===== config.mk =====
export PLATFORM = sky130hd
export DESIGN_NAME = planar_write_path
export DESIGN_NICKNAME = d
export VERILOG_FILES = /design/src/rtl/planar_write_path.sv
export SDC_FILE = /design/constraint.sdc
export NUM_CORES = 1
export LEC_CHECK = 0
export ABC_AREA = 1
export BUFFER_PORTS_ARGS = -buffer_cell sky130_fd_sc_hd__clkbuf_2
export CORE_UTILIZATION = 62
export CTS_CLUSTER_DIAMETER = 80
export DETAILED_ROUTE_END_ITERATION = 10
export PLACE_DENSITY_LB_ADDON = 0.08
export SETUP_SLACK_MARGIN = 0.15
export SYNTH_ARGS = -nofsm -noshare
export SYNTH_HDL_FRONTEND = slang
export SYNTH_SLANG_ARGS = --single-unit

===== constraint.sdc =====
create_clock -name clk -period 3.1 [get_ports clk]
set_input_delay 0.31 -clock clk [delete_from_list [all_inputs] [get_ports clk]]
set_output_delay 0.31 -clock clk [all_outputs]
set_load 0.1 [all_outputs]

===== src/rtl/planar_write_path.sv =====
module planar_write_path #(
  parameter int PLANES = 4,
  parameter int PIX    = 8,
  localparam int RW    = $clog2(PIX),
  localparam int BUS   = PLANES * PIX
) (
  input  logic              clk,
  input  logic              rst_n,
  input  logic              wr_valid,
  input  logic [PIX-1:0]    cpu_data,
  input  logic [BUS-1:0]    latch_bus,
  input  logic [1:0]        wr_mode,
  input  logic [RW-1:0]     rot_cnt,
  input  logic [1:0]        logic_op,
  input  logic [PLANES-1:0] sr_color,
  input  logic [PLANES-1:0] sr_enable,
  input  logic [PIX-1:0]    bit_mask,
  input  logic [PLANES-1:0] plane_en,
  output logic [BUS-1:0]    plane_data,
  output logic [PLANES-1:0] plane_we
);

  localparam logic [1:0] MODE_ALU  = 2'd0;
  localparam logic [1:0] MODE_COPY = 2'd1;
  localparam logic [1:0] MODE_SPRD = 2'd2;
  localparam logic [1:0] MODE_PAT  = 2'd3;

  logic [2*PIX-1:0] dbl;
  logic [PIX-1:0]   rotated;
  logic [PIX-1:0]   pattern;
  logic [BUS-1:0]   next_bus;

  assign dbl     = {cpu_data, cpu_data} >> rot_cnt;
  assign rotated = dbl[PIX-1:0];
  assign pattern = rotated & bit_mask;

  for (genvar p = 0; p < PLANES; p++) begin : g_plane
    logic [PIX-1:0] lat, fill, src, alu, res;

    assign lat  = latch_bus[p*PIX +: PIX];
    assign fill = {PIX{sr_color[p]}};

    always_comb begin
      if (wr_mode == MODE_SPRD)
        src = {PIX{cpu_data[p]}};
      else if (sr_enable[p])
        src = fill;
      else
        src = rotated;
    end

    always_comb begin
      case (logic_op)
        2'd1:    alu = src & lat;
        2'd2:    alu = src | lat;
        2'd3:    alu = src ^ lat;
        default: alu = src;
      endcase
    end

    always_comb begin
      case (wr_mode)
        MODE_COPY: res = lat;
        MODE_PAT:  res = (pattern & fill) | (~pattern & lat);
        MODE_ALU,
        MODE_SPRD: res = (alu & bit_mask) | (~bit_mask & lat);
        default:   res = lat;
      endcase
    end

    assign next_bus[p*PIX +: PIX] = res;
  end

  always_ff @(posedge clk) begin
    if (!rst_n) begin
      plane_data <= '0;
      plane_we   <= '0;
    end else begin
      plane_we <= wr_valid ? plane_en : '0;
      if (wr_valid)
        plane_data <= next_bus;
    end
  end

endmodule


Word level (Yosys, flattened, before mapping). Cells that the tools add are included.

Bits in registers: 36.

Reduce and logical (&&, ||, !) cells: 3. Eq/ne operators: 6. Bitwise logic cells: 39. Shifts and indexed selects: 1. Multiplexer cells: 16.

Operators with widths (number): 8-bit one-hot mux with 3 select lines (8); 8-bit bitwise AND (21); 8-bit bitwise OR (12); 8-bit two-way mux (8); 8-bit XOR (4); 8-bit inverter (2); 16-bit by 3-bit >> shifter with 8-bit output (1); 2-bit == test (second input constant) (4); 2-bit by 1-bit == test with 1-bit output (second input constant) (2); 2-bit zero test (1); 2-bit AND reduction (1); 2-bit OR reduction (1).

Longest topological paths before layout.
Word-level depth: 8. Depth in mapped cells: 20. Mapped depth without buffers: 19.

Least setup slack after synthesis. Ideal clock, no wire load.

Path kind: in2reg. From: input port rot_cnt[0]. To: register plane_data[31]. Setup slack: 1106 ps. Arrival: 1869 ps. Path buffers: 1. Stages: 20. Cell sequence: buf_6 inv_8 nand2_2 nand3_1 nand3_1 nand2_2 nand2_1 nand2_1 nand2_1 nand2_1 inv_1 ha_1 nand2_1 o211ai_1 o21ai_0 inv_1 nand2_1 nand2_1 nand2_1 a21oi_2.

Word-level cells in the longest chain between the ends: 8. Elaborated cells between the ends (all ways): 15.

Ends and longest elaborated chain: start, declared (RTL line 13) `input logic [RW-1:0] rot_cnt,`; 16-bit by 3-bit >> shifter with 8-bit output * (RTL line 33) `assign dbl = {cpu_data, cpu_data} >> rot_cnt;`; 8-bit two-way mux (RTL line 46) `else if (sr_enable[p])`; 8-bit two-way mux (RTL line 44) `if (wr_mode == MODE_SPRD)`; 8-bit XOR (tied with other cells) (RTL line 56) `2'd3: alu = src ^ lat;`; 8-bit one-hot mux with 3 select lines (RTL line 53) `case (logic_op)`; 8-bit bitwise AND (RTL line 66) `MODE_SPRD: res = (alu & bit_mask) | (~bit_mask & lat);`; 8-bit bitwise OR (RTL line 66); 8-bit one-hot mux with 3 select lines * (RTL line 62) `case (wr_mode)`; end signal, assigned (RTL line 81) `plane_data <= next_bus;`; end, declared (RTL line 19) `output logic [BUS-1:0] plane_data,`.

Every way passes the cells marked *; elsewhere a longest branch is shown, timed or not. A chain may end at the register's enable or synchronous reset.

Worst setup path after layout. Same ends and word-level chain as after synthesis.

==> impl_results.md <==
- Max Cap Viol: 0
- Num CTS Buffers: 5
- Yosys warns: 0
- Die span in x: 96.61 um
- Core Box Area: 8678 sq um
- Avg Cell Area, Syn: 5.780 sq um
- Post-Route WL: 18.25 mm
- Crit path required time: 3.29 ns
- Full die area: 9333 sq um
- Crit end category: flip-flop
- CP arrival: 2.36 ns
- Ports: 106
- LEAKAGE: 3.518 nW
- Final hold slack: 0.2069 ns
- Status: complete, no violations
- H-tree Lvls: 2
- Fin crit share: 70.29%
- Gate Count Post-Synth: 960
- Syn nets: 1094
- Vias in the first global route: 5800
- Synth Cell Area: 5549 sq um
- # rows: 34
- Layout area overhead: 10.12%
- Die Ht: 96.61 um
- DR vias/cell: 5.683
- Max Fclk: 458.9 MHz
- Most numerous cell in the Yosys netlist: nand2_1
- CTS root buffer: clkbuf_8
- # resized after CTS: 0
- DRT Pass-1 Iters: 5
- Top cell type's share of synthesized area: 23.07%
- First-pass GRT wire length: 29.28 mm
- Final ANT Viol Nets: 0
- Via Count: 6496
- Setup_tns: 0 ns
- CTS Hold Bufs: 0
- Seq/Total Area, Yosys: 12.99%
- DRC Markers: 0
- Crit start category: input pin
- Final Max Slew Viols: 0
- Final nets: 1168
- Pre-CTS setup slack: 0.6577 ns
- Overall Global Routing Usage: 38.69%
- Worst-Margin Slew: 0.7752 ns
- Final worst slack: 0.9209 ns
- 1st-iter DRT viols: 521
- Top cells by count, synth: 341 x nand2_1, 116 x inv_1, 86 x o21ai_0
- GPL Wtd Cong: 1.043
- Largest cells by area after synthesis: nand2_1 23%, ha_1 14%, dfxtp_1 13%, inv_1 7.8%, o21ai_0 7.8%
- Synthesized flop and latch total: 36
- Finished Layout Cells: 1143
- # diodes: 0
- Peak VDD IR: 0.0001924 V
- Critical-path maximum fanout: 9
- Initial antenna violation count: 0
- Min Clock Period, post-route: 2.179 ns
- Skew final: 0 ns
- EDFF count, synth: 0
- Port-buffer cells: 105
- Top FF cell, synth: dfxtp_1
- Most area-hungry cell type in the Yosys netlist: nand2_1
- Largest net degree at the start of global routing: 66
- Multi-input logic area: 4106 sq um
- Skew-Pair Late Insertion Delay: 0.29 ns
- Setup CP Type: input pin to flip-flop
- Seq. cell area: 720.7 sq um
- HPWL after detailed placement: 12.43 mm
- GRT overflow: 0
- Bufs on Longest Clock Path: 2
- PD cells: 321.9 nW/um^2
- Post-CTS setup buffer count: 0
- Clock sink count: 36
- Final hold vios: 0
- Final Setup Violations: 0
- Drt wl/cell: 15.97 um
- Initial Util: 63.94%
- Post-synth cell types: 23
- Worst min path class: input pin to flip-flop
- Total power: 1.967 mW
- CTS tree: built
- Fillcell total: 867
- Slew headroom: 48.20%
- Reg clk slew, reported paths: 0.08 ns
- Layout cells sized above 1: 17.58%
- Placed insts: 1135
- Synth async-reset ratio: 0%
- RSZ-0062 raised after global routing: no
[path summary, 6_finish.rpt]
| check | startpoint | end | slack (ns) | depth (start not counted) |
|---|---|---|---|---|
| worst max-delay path | rot_cnt[0] | plane_data[31] | 0.92 | 19 |
| worst min-delay path | plane_en[1] | plane_we[1] | 0.21 | 3 |
| worst max register to register | plane_data[1] | plane_data[1] | 2.34 | 2 |
| worst min register to register | plane_data[22] | plane_data[22] | 0.52 | 2 |
[stage by stage]
step | instance area (sq um) | utilization (%)
2_1_floorplan | 5549 | -
3_3_place_gp | 6023 | 69.41
3_5_place_dp | 6023 | 69.41
4_1_cts | 6111 | 70.42
5_1_grt | 6111 | 70.42
6_report | 6111 | 70.42
[worst max-delay path, stage by stage]
cell	delay (ns)
clkbuf_2	0.24
nand2_1	0.14
nand3_1	0.13
nand3_1	0.10
nand2_2	0.16
nand2_1	0.08
nand2_1	0.06
nand2_1	0.07
nand2_1	0.10
inv_1	0.06
ha_1	0.27
nand2_1	0.08
o211ai_1	0.11
o21ai_0	0.16
inv_1	0.06
nand2_1	0.06
nand2_1	0.05
nand2_1	0.07
a21oi_2	0.06
[per-layer routing]
| metal | vias up | track usage (%) | part of all wire, % |
|---|---|---|---|
| met3 | 63 | 7.370 | 12 |
| met2 | 363 | 60.51 | 44 |
| li1 | 3238 | - | - |
| met4 | 0 | 18.60 | 5.0 |
| met1 | 2832 | 51.00 | 40 |
| met5 | - | 0 | 0 |
[sequential cells by signal, indices dropped and copies added (netlist names)]
register / count
plane_we: 4
plane_data: 32
[final cells by class]
cell class | instances | share of cell area (%)
sequential | 36 | 11.79
inverter | 120 | 7.535
clock inverter | 3 | 0.3071
clock buffer | 5 | 1.126
tap | 108 | 2.211
timing repair buffer | 115 | 9.828
multi-input combinational | 756 | 67.20
[cells by family (layout without fill, tap and decap cells)]
group           count (synthesis)  after routing  share of synthesized area (%)
simple gates                  500            500                          37.79
compound gates                192            192                          21.69
buf+inv                       168            243                          13.10
fa+ha+maj                      64             64                          14.43
flops                          36             36                          12.99
[cells in the final DEF, fill, tap and decap left out, drive strengths merged]
master  instances
o21ai          96
clkbuf        110
nand3          64
inv           120
a21oi          32
ha             64
nor2           71
a211oi         32
nand2         365
clkinv          3
o211ai         32
dfxtp          36
buf            10
[power breakdown]
| group | switching, mW | internal, mW | total [mW] |
|---|---|---|---|
| combinational | 0.806 | 0.285 | 1.09 |
| clock | 0.202 | 0.157 | 0.360 |
| sequential | 0.0198 | 0.497 | 0.517 |
| total | 1.03 | 0.940 | 1.97 |
Note: power is estimated with default switching activity, not from simulation.
